`config.mk`:
```
export PLATFORM = sky130hd
export DESIGN_NAME = status_lamp_drv
export DESIGN_NICKNAME = d
export VERILOG_FILES = /design/src/rtl/lamp_pkg.sv /design/src/rtl/lamp_mode_sel.sv /design/src/rtl/lamp_tick_clock.sv /design/src/rtl/lamp_blink_timer.sv /design/src/rtl/status_lamp_drv.sv
export SDC_FILE = /design/constraint.sdc
export NUM_CORES = 1
export LEC_CHECK = 0
export BUFFER_PORTS_ARGS = -buffer_cell sky130_fd_sc_hd__buf_4
export CAP_MARGIN = 20
export CELL_PAD_IN_SITES_DETAIL_PLACEMENT = 1
export CELL_PAD_IN_SITES_GLOBAL_PLACEMENT = 2
export CORE_AREA = 2 2 122 124
export CTS_BUF_LIST = sky130_fd_sc_hd__clkbuf_4
export DETAILED_ROUTE_END_ITERATION = 8
export DIE_AREA = 0 0 124 126
export GPL_TIMING_DRIVEN = 1
export HOLD_SLACK_MARGIN = 0.06
export MAX_ROUTING_LAYER = met4
export PLACE_DENSITY = 0.74
export RECOVER_POWER = 100
export REMOVE_ABC_BUFFERS = 1
export SYNTH_ARGS = -nofsm -noshare
export SYNTH_HDL_FRONTEND = slang
export SYNTH_HIERARCHICAL = 1
export SYNTH_SLANG_ARGS = --single-unit
```
`constraint.sdc`:
```
create_clock -name clk -period 4.54 [get_ports clk]
set_input_delay 0.681 -clock clk [delete_from_list [all_inputs] [get_ports clk]]
set_output_delay 0.681 -clock clk [all_outputs]
set_load 0.03 [all_outputs]
```
`src/rtl/lamp_pkg.sv`:
```
// Shared types for the status lamp driver.
package lamp_pkg;
    // Decoded lamp mode, listed from highest to lowest priority.
    typedef enum logic [1:0] {
        LM_RUN     = 2'd0,
        LM_SUSPEND = 2'd1,
        LM_ADAPTER = 2'd2,
        LM_DARK    = 2'd3
    } lamp_mode_e;
endpackage

```
`src/rtl/lamp_mode_sel.sv`:
```
// Priority decode of the platform status levels into one lamp mode.
// Assumes the inputs are already synchronous to clk.
module lamp_mode_sel
    import lamp_pkg::*;
(
    input  logic       plat_run,
    input  logic       sleep_s4,
    input  logic       adapter_n,
    output lamp_mode_e mode
);
    // Strict priority: run, then suspend, then adapter, then dark.
    always_comb begin
        if (plat_run)        mode = LM_RUN;
        else if (sleep_s4)   mode = LM_SUSPEND;
        else if (!adapter_n) mode = LM_ADAPTER;
        else                 mode = LM_DARK;
    end
endmodule

```
`src/rtl/lamp_tick_clock.sv`:
```
// Free-running time counter advanced by a one-cycle tick pulse.
// Assumes the tick is never high for more than one cycle per period.
module lamp_tick_clock #(
    parameter int TIME_W = 32
) (
    input  logic              clk,
    input  logic              rst_n,
    input  logic              tick,
    output logic [TIME_W-1:0] now
);
    // Count ticks; wraps naturally at 2^TIME_W.
    always_ff @(posedge clk) begin
        if (!rst_n)    now <= '0;
        else if (tick) now <= now + 1'b1;
    end


    tick_step_chk: assert property (@(posedge clk) disable iff (!rst_n)
        tick |=> now == $past(now) + TIME_W'(1));

    tick_hold_chk: assert property (@(posedge clk) disable iff (!rst_n)
        !tick |=> $stable(now));
endmodule

```
`src/rtl/lamp_blink_timer.sv`:
```
// Blink level generator with wrap-safe elapsed-time test.
// Toggles the level when the counter is BLINK_TICKS past the stamp or
// has wrapped below it; outside blink mode the stamp tracks the counter.
module lamp_blink_timer #(
    parameter int TIME_W      = 32,
    parameter int BLINK_TICKS = 1000
) (
    input  logic              clk,
    input  logic              rst_n,
    input  logic              blink_en,
    input  logic [TIME_W-1:0] now,
    output logic              level
);
    localparam int EXT_W = TIME_W + 1;

    logic [TIME_W-1:0] stamp;
    logic [EXT_W-1:0]  due;
    logic              wrapped;
    logic              reached;
    logic              fire;

    // Elapsed-time tests done one bit wider so the sum cannot overflow.
    always_comb begin
        due     = {1'b0, stamp} + EXT_W'(BLINK_TICKS);
        wrapped = now < stamp;
        reached = {1'b0, now} >= due;
        fire    = blink_en && (wrapped || reached);
    end

    // Update stamp and blink level.
    always_ff @(posedge clk) begin
        if (!rst_n) begin
            stamp <= '0;
            level <= 1'b0;
        end else begin
            if (!blink_en || fire) stamp <= now;
            if (fire)              level <= ~level;
        end
    end


    hold_outside_chk: assert property (@(posedge clk) disable iff (!rst_n)
        !blink_en |=> $stable(level));

    wrap_toggle_chk: assert property (@(posedge clk) disable iff (!rst_n)
        (blink_en && now < stamp) |=> level != $past(level));

    early_hold_chk: assert property (@(posedge clk) disable iff (!rst_n)
        (blink_en && now >= stamp && ({1'b0, now} < {1'b0, stamp} + EXT_W'(BLINK_TICKS)))
        |=> $stable(level));
endmodule

```
`src/rtl/status_lamp_drv.sv`:
```
// Status lamp driver top: priority mode decode, tick-timed blink and
// lamp output mapping. Inputs are assumed synchronous to clk.
module status_lamp_drv
    import lamp_pkg::*;
#(
    parameter int TIME_W      = 32,
    parameter int BLINK_TICKS = 1000
) (
    input  logic clk,
    input  logic rst_n,
    input  logic plat_run,
    input  logic sleep_s4,
    input  logic adapter_n,
    input  logic ms_tick,
    output logic lamp_green,
    output logic lamp_orange
);
    lamp_mode_e        mode;
    logic [TIME_W-1:0] now;
    logic              blink_level;
    logic              blink_en;

    lamp_mode_sel u_sel (
        .plat_run  (plat_run),
        .sleep_s4  (sleep_s4),
        .adapter_n (adapter_n),
        .mode      (mode)
    );

    lamp_tick_clock #(.TIME_W(TIME_W)) u_clk (
        .clk   (clk),
        .rst_n (rst_n),
        .tick  (ms_tick),
        .now   (now)
    );

    // Blink timing is active only in suspend mode.
    always_comb blink_en = (mode == LM_SUSPEND);

    lamp_blink_timer #(.TIME_W(TIME_W), .BLINK_TICKS(BLINK_TICKS)) u_blink (
        .clk      (clk),
        .rst_n    (rst_n),
        .blink_en (blink_en),
        .now      (now),
        .level    (blink_level)
    );

    // Map the mode to the two lamp drives.
    always_comb begin
        unique case (mode)
            LM_RUN:     begin lamp_green = 1'b1;        lamp_orange = 1'b0; end
            LM_SUSPEND: begin lamp_green = blink_level; lamp_orange = 1'b0; end
            LM_ADAPTER: begin lamp_green = 1'b0;        lamp_orange = 1'b1; end
            default:    begin lamp_green = 1'b0;        lamp_orange = 1'b0; end
        endcase
    end


    run_lamp_chk: assert property (@(posedge clk) disable iff (!rst_n)
        plat_run |-> (lamp_green && !lamp_orange));

    adapter_lamp_chk: assert property (@(posedge clk) disable iff (!rst_n)
        (!plat_run && !sleep_s4 && !adapter_n) |-> (lamp_orange && !lamp_green));

    dark_lamp_chk: assert property (@(posedge clk) disable iff (!rst_n)
        (!plat_run && !sleep_s4 && adapter_n) |-> (!lamp_orange && !lamp_green));

    suspend_orange_chk: assert property (@(posedge clk) disable iff (!rst_n)
        (!plat_run && sleep_s4) |-> !lamp_orange);
endmodule

```
Word-level counts from Yosys, hierarchy flattened
Index checks and enable logic that the tools add are counted.

cells by class
  $add $sub $neg = 2
  order comparisons = 2
  equality and inequality tests = 2
  mux-type cells = 5
  bitwise operators = 1
  reduce and logical (&&, ||, !) cells = 5

operator list
  cell                                                  number
  adder 32 x 10 -> 33 bit (second input constant)       1
  greater-or-equal comparator 32 x 33 -> 1 bit          1
  adder 32 x 1 -> 32 bit (second input constant)        1
  < comparator 32 bit                                   1
  two-way mux 2 bit                                     2
  equality test 2 x 1 -> 1 bit (second input constant)  1
  equality test 2 bit (second input constant)           1
  logical NOT 2 bit                                     1
  logical OR 1 bit                                      2
  two-way mux 1 bit                                     2
  case mux 1 bit (2 select lines)                       1
  logical AND 1 bit                                     1
  logical NOT 1 bit                                     1
  inverter 1 bit                                        1

storage, ports and cells
  register bits = 65
  output and inout bits = 2
  logic and storage cells = 20

Logic depth before layout (Yosys ltp)
  depth in word-level cells = 6
  depth in mapped cells = 18
  gate-level depth less buffers = 16

Cells and area by module
Netlist, hierarchy kept.

by module, submodules not included
  module            instances  cells an instance  area an instance (sq um)
  lamp_blink_timer  1          403                3291.9
  lamp_tick_clock   1          176                1562.7
  status_lamp_drv   1          4                  23.8
  lamp_mode_sel     1          2                  13.8

Least setup slack after synthesis
No wires, ideal clock.

  kind = register -> register
  from = register u_blink.stamp[3]
  to = register u_blink.stamp[0]
  library setup time = 0.118 ns
  arrival time = 3.376 ns
  path slack = 1.046 ns
  stages on the path, launching flop included = 19
  path buffers = 2
  period minus slack after synthesis = 3.494 ns
  cells stage by stage = dfxtp_1 -> ha_1 -> or3_1 -> nor3_1 -> nand2_1 -> nand4_1 -> nor2_1 -> nand3_1 -> xnor2_1 -> ha_1 -> and4_1 -> nor4bb_1 -> o311ai_0 -> o2111a_1 -> a21oi_2 -> nor3b_2 -> buf_6 -> buf_12 -> mux2i_1

on the way
  longest elaborated chain between the ends = 5
  elaborated cells on any way between the ends = 6
  those cells by class = add/sub: 1; order compare: 2; reduce/logical: 3

RTL lines
  what                                          line                    RTL
  start: declaration                            lamp_blink_timer.sv:16  logic [TIME_W-1:0] stamp;
  start signal: assignment                      lamp_blink_timer.sv:36  if (!blink_en || fire) stamp <= now;
  adder 32 x 10 -> 33 bit                       lamp_blink_timer.sv:24  due = {1'b0, stamp} + EXT_W'(BLINK_TICKS);
  greater-or-equal comparator 32 x 33 -> 1 bit  lamp_blink_timer.sv:26  reached = {1'b0, now} >= due;
  logical OR 1 bit *                            lamp_blink_timer.sv:27  fire = blink_en && (wrapped || reached);
  logical AND 1 bit *                           lamp_blink_timer.sv:27
  logical OR 1 bit *                            lamp_blink_timer.sv:36

Every way passes the cells marked *; elsewhere a longest branch is shown, timed or not.
A chain may end at the register's enable or synchronous reset.

Worst setup path after layout
  from = register u_blink.stamp[3]
  to = register u_blink.stamp[1]

Same word-level chain as after synthesis.

==> reports/summary.log <==
[yosys] syn_area_per_cell 8.36 sq um
[critical_path] R2R setup slack 0.44 ns
[yosys] sequential-to-total area share from yosys stat 26.6%
[grt] overall track demand over capacity in global routing 19.2%
[place] placed standard-cell area 0.00503 sq mm
[clock_network] TritonCTS Sinks 65
[final_layout] area growth from synthesis to final layout 4.86%
[die] placeable core area 0.0143 sq mm
[grt] number of antenna violations at the first check in global routing 0
[final_layout] fraction of layout cells with a size suffix above 1 5.46%
[sta] Setup TNS 0 ns
[worst_hold_path] worst hold path cell count 2
[place] hpwl dp 10.1 mm
[sta] Setup violations, final 0
[yosys] number of instances in the synthesized netlist 585
[critical_path] Critical-path top delay cell sky130_fd_sc_hd__nor3_1
[grt] vias in the first global route 4463
[grt] total congestion overflow after global routing 0
[power_and_ir_drop] share of total power in sequential cells 55.1%
[clock_network] number of CTS-inserted buffers 9
[clock_network] postcts setup bufs 0
[critical_path] startpoint-to-endpoint class of the critical path register to register
[critical_path] Crit path buffers/inverters 1
[route] first-iteration detailed-routing DRC count 162
[route] Pre-antenna DRT Iters 4
[critical_path] worst-path fanout max 23
[yosys] biggest area consumer among synthesized cells sky130_fd_sc_hd__dfxtp_1
[final_layout] summed area of non-filler cells in the final layout 0.00513 sq mm
[route] M1 WL 6.48 mm
[sta] unrepaired setup endpoints after global routing false
[clock_network] clock slew seen by the registers of the worst setup and hold paths 0.11 ns
[die] die height 126 um
[critical_path] number of logic stages on the critical path including buffering 17
[critical_path] family with the most delay on the worst path simple AND/OR/NAND/NOR gates
[yosys] area share of the leading cell type in the synthesized netlist 26.6%
[critical_path] critical path required time 4.85 ns
[power_and_ir_drop] combinational cell fraction of total power 8.4%
[final_layout] multi-input gate area in the final layout 0.00327 sq mm
[clock_network] source-to-sink clock delay at the later pin of the worst-skew pair 0.45 ns
[power_and_ir_drop] leak pwr 0.00190 uW
[die] I/O pin total 8
[place] PortBufs 7
[outcome] violations in the final reports max-capacitance violations, max-slew violations
[final_layout] register area 0.00130 sq mm
[grt] global-route wire length before repair 22.8 mm
[critical_path] endpoint class of the critical path register
[power_and_ir_drop] Internal Pwr Total 763 uW
[sta] Tightest Pin Transition 1.71 ns
[route] detailed route wirelength on metal3 270 um
[power_and_ir_drop] switching portion of total power 27.3%
[route] Avg WL per Cell 17.4 um
[die] die outline area 0.0156 sq mm
[yosys] number of flops mapped to enable cells by yosys 0
[final_layout] n_diodes 0
[clock_network] library cell used as clock root buffer sky130_fd_sc_hd__clkbuf_4
[sta] final hold violations 0
[sta] upper clock frequency limit 244 MHz
[yosys] Unique masters post-synth 60
[yosys] count of yosys warnings during synthesis 6
[route] DRC violation count after routing 0
[route] wirelength, routed 13.4 mm
[die] initial core utilization 34.2%
[yosys] largest cells by area after synthesis sky130_fd_sc_hd__dfxtp_1 27%, sky130_fd_sc_hd__ha_1 16%, sky130_fd_sc_hd__mux2i_1 7.6%
[yosys] Post-synth top cells 97 x sky130_fd_sc_hd__nand2_1, 65 x sky130_fd_sc_hd__dfxtp_1, 63 x sky130_fd_sc_hd__ha_1, 41 x sky130_fd_sc_hd__inv_1, 37 x sky130_fd_sc_hd__mux2i_1
[route] via count normalized by instance count 5.41
[clock_network] CTS max path bufs 2
[sta] post-layout minimum cycle time 4.10 ns
[critical_path] endpoint arrival time on the critical path 4.41 ns
[sta] tightest slew margin relative to the limit -13.7%
[route] Max Used Layer met4
[power_and_ir_drop] proportion of power drawn by the clock network 36.5%
[critical_path] largest stage delay on the critical path 0.51 ns
[yosys] prevailing post-synth register cell sky130_fd_sc_hd__dfxtp_1
[sta] final count of pins violating max slew 90
[route] met2 wire length 6.42 mm
[outcome] result of the run finished with violations
[worst_hold_path] type of the tightest min-delay check register to register
[critical_path] chain of cells forming the critical path ha_1 -> or3_1 -> nor3_1 -> nand2_1 -> nand4_1 -> nor3_1 -> nand3_1 -> xnor2_1 -> ha_1 -> nand3_1 -> nor4bb_1 -> o311ai_0 -> o2111a_1 -> a21oi_2 -> nor3b_4 -> buf_4 -> mux2i_1
[clock_network] CTS resizes 0
[route] via count 4163
[place] routability-driven placement congestion ratio 0.809
[clock_network] CTS tree done
[critical_path] type of element launching the critical path register
[power_and_ir_drop] switching power of the nets 286 uW
[sta] final cycle utilization of the critical path 90.3%
[clock_network] H-tree lvl count 3
[die] die width 124 um
[die] std cell rows 44
[yosys] synthesized area 0.00489 sq mm
[yosys] library cell with the highest instance count after synthesis sky130_fd_sc_hd__nand2_1
[sta] Clock Skew 0.0179 ns
[critical_path] worst-case reg-to-reg path depth 17
[final_layout] Layout Nets 651
[yosys] async set-or-reset flop fraction in the synthesized netlist 0%
[yosys] Synth Register Bits 65
[power_and_ir_drop] Power Dens Cells 204 mW/mm^2
[flow_run] Max-Cap Viols 1
[route] antenna-violating nets left 0
[final_layout] Filler Cells Inserted 1745
[power_and_ir_drop] Max IR drop VDD 0.123 mV
[grt] largest net degree at the start of global routing 90
[clock_network] hold-fix buffer count after cts 0
==> cells by family (layout without fill, tap and decap cells) <==
kind of cell / Yosys count / after routing / synth area share, %
AOI/OAI and AO/OA: 87 / 87 / 12.4
xor gates and xnor gates: 40 / 40 / 7.16
adders and majority gates: 63 / 63 / 16.1
buffers and inverters: 64 / 65 / 6.50
DFF: 65 / 65 / 26.6
muxes: 37 / 37 / 7.57
and+or+nand+nor: 229 / 229 / 23.7
==> power groups by stage <==
stage	logic (uW)	registers, uW	clock network [uW]
finish	88.2	578	383
global route	97.3	579	428
CTS	92.3	578	405
detailed placement	91.8	591	0
global placement	88.3	591	0
floorplan	56.2	590	0
==> through the flow <==
| stage | util [%] | instances | setup slack [ns] | hold slack [ns] | total power [uW] |
|---|---|---|---|---|---|
| finish | 35.8 | 770 | 0.442 | 0.470 | 1050 |
| global route | 35.8 | 770 | 0.0272 | 0.511 | 1100 |
| CTS | 36.0 | 770 | 0.353 | 0.480 | 1080 |
| detailed placement | 35.2 | 755 | 0.380 | 0.463 | 683 |
| global placement | 35.2 | 755 | 0.612 | 0.447 | 679 |
| floorplan | - | 562 | -0.408 | 0.438 | 646 |
==> per-layer routing <==
layer	track usage, %	vias up
li1	-	2071
met1	24.0	2036
met2	31.5	35
met3	3.53	21
met4	5.75	0
met5	-	-
==> registers in the layout, summed over array words and instances (netlist names) <==
signal	flops
u_blink/level	1
u_clk/now	32
u_blink/stamp	32
==> path summary, 6_finish.rpt <==
kind                                    end                      startpoint
min reg2reg  u_blink/stamp[31]$_SDFFE_PN0P_  u_blink/stamp[31]$_SDFFE_PN0P_
min          u_blink/stamp[31]$_SDFFE_PN0P_  u_blink/stamp[31]$_SDFFE_PN0P_
max           u_blink/stamp[1]$_SDFFE_PN0P_   u_blink/stamp[3]$_SDFFE_PN0P_
max reg2reg   u_blink/stamp[1]$_SDFFE_PN0P_   u_blink/stamp[3]$_SDFFE_PN0P_
==> cell type report <==
cell class | instances | area share (%)
Multi-Input combinational cell | 456 | 63.8
Sequential cell | 65 | 25.4
Tap cell | 184 | 4.49
Inverter | 41 | 3.00
Clock buffer | 9 | 1.32
Timing Repair Buffer | 9 | 1.07
Clock inverter | 6 | 0.976
==> layout by cell type (no fill, tap or decap), types with 3 or more instances in the layout <==
cell type,n
sky130_fd_sc_hd__nor4_1,4
sky130_fd_sc_hd__o31ai_1,3
sky130_fd_sc_hd__o21ai_0,11
sky130_fd_sc_hd__or3_1,5
sky130_fd_sc_hd__nor2_1,29
sky130_fd_sc_hd__xnor2_1,30
sky130_fd_sc_hd__and4_1,9
sky130_fd_sc_hd__nand3_1,22
sky130_fd_sc_hd__nand2b_1,12
sky130_fd_sc_hd__nor2b_1,3
sky130_fd_sc_hd__ha_1,63
sky130_fd_sc_hd__o21ai_1,3
sky130_fd_sc_hd__a21oi_1,32
sky130_fd_sc_hd__o41ai_1,7
sky130_fd_sc_hd__inv_1,41
sky130_fd_sc_hd__buf_4,5
sky130_fd_sc_hd__dfxtp_1,65
sky130_fd_sc_hd__nand4_1,20
sky130_fd_sc_hd__a21o_1,5
sky130_fd_sc_hd__and3_1,4
sky130_fd_sc_hd__xor2_1,10
sky130_fd_sc_hd__or4_1,3
sky130_fd_sc_hd__mux2i_1,37
sky130_fd_sc_hd__clkinv_1,4
sky130_fd_sc_hd__nand2_1,97
sky130_fd_sc_hd__o311ai_0,9
sky130_fd_sc_hd__nor3_1,7
sky130_fd_sc_hd__clkbuf_4,9
==> tightest hold or removal path, stage by stage (launching register included) <==
cell,delay [ns]
sky130_fd_sc_hd__dfxtp_1,0.33
sky130_fd_sc_hd__nand2_1,0.05
sky130_fd_sc_hd__mux2i_1,0.05
Note: power is estimated with default switching activity, not from simulation.
